**config.mk**
```make
export PLATFORM = sky130hd
export DESIGN_NAME = sdac_input_reg
export DESIGN_NICKNAME = d
export VERILOG_FILES = /design/src/rtl/sdac_pkg.sv /design/src/rtl/sdac_pin_sync.sv /design/src/rtl/sdac_timing_mon.sv /design/src/rtl/sdac_shift_latch.sv /design/src/rtl/sdac_input_reg.sv
export SDC_FILE = /design/constraint.sdc
export NUM_CORES = 1
export LEC_CHECK = 0
export BUFFER_PORTS_ARGS = -buffer_cell sky130_fd_sc_hd__buf_2
export CAP_MARGIN = 15
export CORE_MARGIN = 1.5
export CORE_UTILIZATION = 55
export CTS_CLUSTER_DIAMETER = 40
export CTS_CLUSTER_SIZE = 8
export DETAILED_ROUTE_END_ITERATION = 10
export GPL_TIMING_DRIVEN = 0
export PLACE_DENSITY = 0.77
export REMOVE_ABC_BUFFERS = 1
export SKIP_CTS_REPAIR_TIMING = 1
export SLEW_MARGIN = 10
export SYNTH_ARGS = -nofsm -noshare
export SYNTH_HDL_FRONTEND = slang
export SYNTH_SLANG_ARGS = --single-unit
```
**constraint.sdc**
```tcl
create_clock -name clk -period 1.9 [get_ports clk]
set_input_delay 0.38 -clock clk [delete_from_list [all_inputs] [get_ports clk]]
set_output_delay 0.38 -clock clk [all_outputs]
set_load 0.05 [all_outputs]
```
**src/rtl/sdac_pkg.sv**
```systemverilog
package sdac_pkg;
  // bit positions of the three serial pins inside the synchronizer vector
  localparam int PIN_BCLK = 0;
  localparam int PIN_DATA = 1;
  localparam int PIN_LAT  = 2;
  localparam int NPINS    = 3;

  typedef struct packed {
    logic setup;
    logic hold;
    logic width;
  } viol_t;

  function automatic int imax(input int a, input int b);
    return (a > b) ? a : b;
  endfunction
endpackage

```
**src/rtl/sdac_pin_sync.sv**
```systemverilog
module sdac_pin_sync #(
  parameter int NPINS = 3,
  parameter int STAGES = 2,
  parameter logic [NPINS-1:0] RST_VAL = '0
) (
  input  logic             clk,
  input  logic             rst_n,
  input  logic [NPINS-1:0] pin_i,
  output logic [NPINS-1:0] lvl_o,
  output logic [NPINS-1:0] prv_o
);
  logic [NPINS-1:0] stage [STAGES];

  for (genvar s = 0; s < STAGES; s++) begin : g_stage
    always_ff @(posedge clk or negedge rst_n) begin
      if (!rst_n) stage[s] <= RST_VAL;
      else if (s == 0) stage[s] <= pin_i;
      else stage[s] <= stage[(s == 0) ? 0 : s-1];
    end
  end

  always_ff @(posedge clk or negedge rst_n) begin
    if (!rst_n) prv_o <= RST_VAL;
    else prv_o <= stage[STAGES-1];
  end

  assign lvl_o = stage[STAGES-1];
endmodule

```
**src/rtl/sdac_timing_mon.sv**
```systemverilog
module sdac_timing_mon
  import sdac_pkg::*;
#(
  parameter int SETUP_MIN    = 6,
  parameter int HOLD_MIN     = 3,
  parameter int CLK_HI_MIN   = 6,
  parameter int CLK_LO_MIN   = 6,
  parameter int PERIOD_MIN   = 16,
  parameter int LATCH_LO_MIN = 8
) (
  input  logic  clk,
  input  logic  rst_n,
  input  logic  bclk_rise,
  input  logic  bclk_fall,
  input  logic  data_chg,
  input  logic  lat_fall,
  input  logic  lat_rise,
  output viol_t viol_o
);
  localparam int LIM = imax(imax(imax(SETUP_MIN, HOLD_MIN), imax(CLK_HI_MIN, CLK_LO_MIN)),
                            imax(PERIOD_MIN, LATCH_LO_MIN));
  localparam int CNT_W = $clog2(LIM + 1) + 1;
  localparam logic [CNT_W-1:0] SAT     = '1;
  localparam logic [CNT_W-1:0] SETUP_L = CNT_W'(SETUP_MIN);
  localparam logic [CNT_W-1:0] HOLD_L  = CNT_W'(HOLD_MIN);
  localparam logic [CNT_W-1:0] HI_L    = CNT_W'(CLK_HI_MIN);
  localparam logic [CNT_W-1:0] LO_L    = CNT_W'(CLK_LO_MIN);
  localparam logic [CNT_W-1:0] PER_L   = CNT_W'(PERIOD_MIN);
  localparam logic [CNT_W-1:0] LAT_L   = CNT_W'(LATCH_LO_MIN);
  localparam logic [CNT_W-1:0] ONE     = CNT_W'(1);

  // cycles elapsed since the last data change, clock rise, clock fall, latch fall
  logic [CNT_W-1:0] age_data, since_rise, since_fall, lat_low;
  logic [CNT_W-1:0] age_eff;
  logic setup_bad, hold_bad, width_bad;

  function automatic logic [CNT_W-1:0] step(input logic restart, input logic [CNT_W-1:0] c);
    if (restart) return ONE;
    if (c != SAT) return c + ONE;
    return c;
  endfunction

  always_ff @(posedge clk or negedge rst_n) begin
    if (!rst_n) begin
      age_data   <= SAT;
      since_rise <= SAT;
      since_fall <= SAT;
      lat_low    <= SAT;
    end else begin
      age_data   <= step(data_chg, age_data);
      since_rise <= step(bclk_rise, since_rise);
      since_fall <= step(bclk_fall, since_fall);
      lat_low    <= step(lat_fall, lat_low);
    end
  end

  assign age_eff   = data_chg ? '0 : age_data;
  assign setup_bad = bclk_rise && (age_eff < SETUP_L);
  assign hold_bad  = data_chg && !bclk_rise && (since_rise < HOLD_L);
  assign width_bad = (bclk_fall && (since_rise < HI_L)) ||
                     (bclk_rise && (since_fall < LO_L)) ||
                     (bclk_rise && (since_rise < PER_L)) ||
                     (lat_rise  && (lat_low < LAT_L));

  always_ff @(posedge clk or negedge rst_n) begin
    if (!rst_n) viol_o <= '0;
    else begin
      viol_o.setup <= viol_o.setup | setup_bad;
      viol_o.hold  <= viol_o.hold  | hold_bad;
      viol_o.width <= viol_o.width | width_bad;
    end
  end
endmodule

```
**src/rtl/sdac_shift_latch.sv**
```systemverilog
module sdac_shift_latch #(
  parameter int WORD_W = 16
) (
  input  logic              clk,
  input  logic              rst_n,
  input  logic              shift_en,
  input  logic              bit_i,
  input  logic              load_en,
  output logic [WORD_W-1:0] word_o,
  output logic              vld_o
);
  logic [WORD_W-1:0] shreg;

  always_ff @(posedge clk or negedge rst_n) begin
    if (!rst_n) shreg <= '0;
    else if (shift_en) shreg <= {shreg[WORD_W-2:0], bit_i};
  end

  // a load in the same cycle as a shift takes the word before that shift
  always_ff @(posedge clk or negedge rst_n) begin
    if (!rst_n) begin
      word_o <= '0;
      vld_o  <= 1'b0;
    end else begin
      vld_o <= load_en;
      if (load_en) word_o <= shreg;
    end
  end
endmodule

```
**src/rtl/sdac_input_reg.sv**
```systemverilog
module sdac_input_reg
  import sdac_pkg::*;
#(
  parameter int WORD_W       = 16,
  parameter int SYNC_STAGES  = 2,
  parameter int SETUP_MIN    = 6,
  parameter int HOLD_MIN     = 3,
  parameter int CLK_HI_MIN   = 6,
  parameter int CLK_LO_MIN   = 6,
  parameter int PERIOD_MIN   = 16,
  parameter int LATCH_LO_MIN = 8
) (
  input  logic              clk,
  input  logic              rst_n,
  input  logic              bclk_i,
  input  logic              sdata_i,
  input  logic              lat_n_i,
  output logic [WORD_W-1:0] word_o,
  output logic [WORD_W-1:0] word_ob_o,
  output logic              word_vld_o,
  output logic              err_setup_o,
  output logic              err_hold_o,
  output logic              err_width_o
);
  localparam logic [NPINS-1:0] IDLE = NPINS'(1) << PIN_LAT;

  logic [NPINS-1:0] pins, lvl, prv, rise, fall;
  viol_t viol;

  always_comb begin
    pins           = '0;
    pins[PIN_BCLK] = bclk_i;
    pins[PIN_DATA] = sdata_i;
    pins[PIN_LAT]  = lat_n_i;
  end

  sdac_pin_sync #(.NPINS(NPINS), .STAGES(SYNC_STAGES), .RST_VAL(IDLE)) u_sync (
    .clk(clk), .rst_n(rst_n), .pin_i(pins), .lvl_o(lvl), .prv_o(prv)
  );

  assign rise = lvl & ~prv;
  assign fall = ~lvl & prv;

  sdac_shift_latch #(.WORD_W(WORD_W)) u_path (
    .clk(clk), .rst_n(rst_n),
    .shift_en(rise[PIN_BCLK]), .bit_i(lvl[PIN_DATA]),
    .load_en(fall[PIN_LAT]),
    .word_o(word_o), .vld_o(word_vld_o)
  );

  sdac_timing_mon #(
    .SETUP_MIN(SETUP_MIN), .HOLD_MIN(HOLD_MIN), .CLK_HI_MIN(CLK_HI_MIN),
    .CLK_LO_MIN(CLK_LO_MIN), .PERIOD_MIN(PERIOD_MIN), .LATCH_LO_MIN(LATCH_LO_MIN)
  ) u_mon (
    .clk(clk), .rst_n(rst_n),
    .bclk_rise(rise[PIN_BCLK]), .bclk_fall(fall[PIN_BCLK]),
    .data_chg(rise[PIN_DATA] | fall[PIN_DATA]),
    .lat_fall(fall[PIN_LAT]), .lat_rise(rise[PIN_LAT]),
    .viol_o(viol)
  );

  assign word_ob_o   = word_o ^ (WORD_W'(1) << (WORD_W - 1));
  assign err_setup_o = viol.setup;
  assign err_hold_o  = viol.hold;
  assign err_width_o = viol.width;
endmodule

```
==> tab_implementation.tex <==
\begin{tabular}{lr}
\hline
Metric & Value \\
\hline
\multicolumn{2}{l}{\textbf{STA}} \\
Number of failing setup endpoints in the final timing report & 0 \\
Final period utilization & 0.8246 \\
Final setup TNS & 0 ns \\
FMAX & roughly 640 MHz \\
Final worst hold slack & 0.1480 ns \\
Setup repair after global routing missed its margin & false \\
Number of pins with negative max-slew slack in the final report & 0 \\
Transition time at the pin with the least slew margin & around 0.63 ns \\
Count of final hold-check violations & 0 \\
Final Critical Period & 1.567 ns \\
Setup skew after layout & 0.009058 ns \\
Max-Slew Margin vs Limit & 0.5811 \\
\multicolumn{2}{l}{\textbf{Clock network}} \\
Max H-tree Level & 3 \\
Clock slew seen by the registers of the worst setup and hold paths & 0.07 ns \\
Clock insertion delay at the later pin of the skew report & 0.34 ns \\
Clock Root Buffer & sky130\_fd\_sc\_hd\_\_clkbuf\_8 \\
Clk sinks & 69 \\
Number of CTS-inserted buffers & 9 \\
Longest Clk Path Bufs & 2 \\
Clock tree from TritonCTS & yes \\
\multicolumn{2}{l}{\textbf{Synthesis}} \\
Most frequent cell after synthesis & sky130\_fd\_sc\_hd\_\_nand2\_1 \\
Cell variety after synth & 35 \\
Commonest cells post-synth & sky130\_fd\_sc\_hd\_\_nand2\_1 (55), sky130\_fd\_sc\_hd\_\_dfrtp\_1 (42), sky130\_fd\_sc\_hd\_\_dfstp\_2 (27) \\
Top cell type by total area after synthesis & sky130\_fd\_sc\_hd\_\_dfrtp\_1 \\
Sequential-to-total area share from yosys stat & 0.5838 \\
Async set-or-reset flop fraction in the synthesized netlist & 1.000 \\
Register bit count reported by yosys & $\sim$70 \\
Primary flip-flop cell chosen by synthesis mapping & sky130\_fd\_sc\_hd\_\_dfrtp\_1 \\
Total of warnings raised by yosys & 0 \\
Post-Syn Area per Cell & 10.85 um2 \\
EDFF count, synth & 0 \\
Fraction of post-synthesis cell area in the top cell type by area & 0.3485 \\
Most area-consuming cells after synthesis & sky130\_fd\_sc\_hd\_\_dfrtp\_1 (35\%), sky130\_fd\_sc\_hd\_\_dfstp\_2 (24\%), sky130\_fd\_sc\_hd\_\_nand2\_1 (6.8\%) \\
Mapped cell area & 3015 um2 \\
Post-synthesis cell count & 278 \\
\multicolumn{2}{l}{\textbf{Cells and area}} \\
Layout filler cell count & 412 \\
Fraction of final layout cells with drive strength greater than 1 & 0.3430 \\
Net count reported at finish & 313 \\
Signed area change from the synthesized netlist to the final layout & 13.36\% \\
Ant. Diodes & 0 \\
Post-Layout Cell Count & 379 \\
\multicolumn{2}{l}{\textbf{Floorplanning}} \\
Row count & 26 \\
DIE WIDTH & 77.05 um \\
I/O pins & 41 \\
Effective utilization at floorplan & 0.5793 \\
Area of the die & roughly 6000 um2 \\
Vert. Die Dim & a little under 80 um \\
Area inside the core boundary & around 5200 um2 \\
\multicolumn{2}{l}{\textbf{Routing}} \\
Post-detailed-route count of antenna-violating nets & 0 \\
Initial drt markers & approximately 100 \\
Drc violations & 0 \\
Avg Vias per Cell & around 5.4 \\
Vias & 2061 \\
Total wire length & between 5 and 6 mm \\
Detailed-router iteration count before antenna repair & 4 \\
Wire per inst & between 10 and 15 um \\
\multicolumn{2}{l}{\textbf{Worst setup path}} \\
R2R setup slack & roughly 0.33 ns \\
Cell breakdown of the critical path & ha\_1 > nand2\_1 > or3\_1 > a21o\_1 \\
Startpoint types & flip-flop \\
Endpoint arrival time on the critical path & between 1.5 and 2 ns \\
Worst setup path endpoint & u\_mon.since\_rise[0]\$\_DFFE\_PN1P\_ \\
Highest-delay cell along the critical path & sky130\_fd\_sc\_hd\_\_dfstp\_2 \\
Worst R2R End & u\_mon.since\_rise[0]\$\_DFFE\_PN1P\_ \\
Data required time at the worst endpoint & 2.18 ns \\
Crit-path max FO & 8 \\
Nature of the critical path endpoint & flip-flop \\
FF-to-FF path depth & 4 \\
Startpoint-to-endpoint class of the critical path & flip-flop to flip-flop \\
Critical Path Max Stage Delay & 0.56 ns \\
Launching element of the worst setup path & u\_mon.since\_rise[0]\$\_DFFE\_PN1P\_ \\
Worst flop-to-flop path startpoint & u\_mon.since\_rise[0]\$\_DFFE\_PN1P\_ \\
\multicolumn{2}{l}{\textbf{Job}} \\
Number of violations of the max-capacitance limit & 0 \\
\multicolumn{2}{l}{\textbf{Global routing}} \\
Aggregate global routing overflow & 0 \\
M2 GR Usage & 0.3265 \\
GRT Total Usage & 0.2021 \\
Pin count of the biggest net entering global routing & 58 \\
Vias in the first global route & 2055 \\
Initial antenna violation count & 0 \\
Met3 global-route usage & 0.06905 \\
GR Util met1 & 0.2490 \\
Layer with the highest usage & met2 \\
Wire length of the first global-routing pass & 9.308 mm \\
\multicolumn{2}{l}{\textbf{Power and ir drop}} \\
Power density of the placed cells & 1580 nW/um2 \\
Standby leakage power & roughly 1.5 nW \\
Worst IR Drop VDD & 1137 uV \\
\multicolumn{2}{l}{\textbf{Worst hold path}} \\
Hold/Removal Path Class & primary input to flip-flop \\
\multicolumn{2}{l}{\textbf{Outcome}} \\
Outcome & finished clean \\
\multicolumn{2}{l}{\textbf{Placed design}} \\
Half-perimeter wire length after detailed placement & $\sim$3.4 mm \\
Dpl cells & 362 \\
Quantity of I/O buffers inserted on ports & 40 \\
Global placement routability congestion & 0.8705 \\
\hline
\end{tabular}
## sequential cells by signal, summed over array words and instances (netlist names)
register,count
u_mon.lat_low,6
u_mon.since_fall,6
u_mon.age_data,6
u_sync.lvl_o,3
u_path.shreg,16
u_sync.prv_o,3
u_path.vld_o,1
u_sync.stage,3
u_path.word_o,16
u_mon.since_rise,6
u_mon.viol_o,3
## worst min-delay path by stage
stage	end	slack, ns	cells past startpoint	from
global placement	u_sync.lvl_o[0]$_DFF_PN0_	0.33	0	u_sync.stage[3]$_DFF_PN0_
CTS	u_path.shreg[4]$_DFFE_PN0P_	-0.13	1	rst_n
detailed placement	u_path.shreg[4]$_DFFE_PN0P_	0.24	1	rst_n
global route	u_sync.stage[5]$_DFF_PN1_	0.12	1	lat_n_i
finish	u_sync.stage[5]$_DFF_PN1_	0.15	1	lat_n_i
floorplan	u_mon.viol_o[0]$_DFF_PN0_	0.08	0	rst_n
## layout make-up
type / count / area, um2 / area share
flip-flops and latches: 69 / 1760 / 0.5150
multi-input cells: 176 / 1057 / 0.3093
repair buffers: 43 / 255.2 / 0.07467
clock buffers: 10 / 127.6 / 0.03734
clock inverters: 6 / 111.4 / 0.03258
well taps: 70 / 87.58 / 0.02562
inverters: 5 / 18.77 / 0.005490
## per-layer routing
| layer | wire (um) | share of wire | vias to the layer above |
|---|---|---|---|
| met5 | 0 | 0 | - |
| met4 | 114 | 0.022 | 0 |
| met3 | 309 | 0.060 | 9 |
| met2 | 2429 | 0.47 | 52 |
| met1 | 2329 | 0.45 | 987 |
| li1 | - | - | 1013 |
## metrics by stage
stage / total power, mW / worst slack (ns) / util / instance area [um2]
6_report: 5.402 / 0.3333 / 0.6567 / 3418
5_1_grt: 5.714 / 0.2200 / 0.6567 / 3418
4_1_cts: 5.454 / 0.02505 / 0.6543 / 3406
3_5_place_dp: 4.029 / 0.04328 / 0.6084 / 3167
3_3_place_gp: 3.965 / -0.5474 / 0.5993 / 3119
2_1_floorplan: 3.575 / -0.004158 / - / 2831
## power by group
part,internal [mW],leakage [nW],switching [mW]
clock network,0.872,0.116,0.527
registers,1.95,0.796,0.367
logic,0.480,0.614,1.21
## kinds of logic after synthesis
logic type | count (synthesis) | share of synthesized area
AND/OR/NAND/NOR | 108 | 0.1722
flip-flops | 69 | 0.5838
AO/OA/AOI/OAI | 44 | 0.08880
buffers and inverters | 33 | 0.06722
multiplexers | 16 | 0.05975
XOR/XNOR | 4 | 0.01162
adder cells (fa/ha/maj) | 4 | 0.01660
## cells in the final DEF, fill, tap and decap left out, types with 2 or more instances in the layout
cell	n
sky130_fd_sc_hd__a2111oi_0	2
sky130_fd_sc_hd__and3_1	7
sky130_fd_sc_hd__or3_1	3
sky130_fd_sc_hd__nand3_1	12
sky130_fd_sc_hd__dfstp_2	27
sky130_fd_sc_hd__ha_1	4
sky130_fd_sc_hd__o21ai_0	13
sky130_fd_sc_hd__nor3b_1	3
sky130_fd_sc_hd__xnor2_1	2
sky130_fd_sc_hd__a21oi_1	7
sky130_fd_sc_hd__a31oi_1	13
sky130_fd_sc_hd__inv_1	4
sky130_fd_sc_hd__o21bai_1	3
sky130_fd_sc_hd__buf_2	39
sky130_fd_sc_hd__a21o_1	3
sky130_fd_sc_hd__clkbuf_8	9
sky130_fd_sc_hd__bufinv_16	3
sky130_fd_sc_hd__xor2_1	2
sky130_fd_sc_hd__mux2_2	16
sky130_fd_sc_hd__nand2_1	55
sky130_fd_sc_hd__nor2_1	2
sky130_fd_sc_hd__dfrtp_1	42
sky130_fd_sc_hd__nor3_1	11
sky130_fd_sc_hd__nand4_1	4
sky130_fd_sc_hd__nor4_1	3
## worst max-delay path, delay by kind of cell, from the launching register on
kind	cells	cell delay [ns]
AND/OR/NAND/NOR	2	0.44
flip-flops	1	0.56
AO/OA/AOI/OAI	1	0.18
adder cells (fa/ha/maj)	1	0.32
Power figures use the tool's default switching activity.
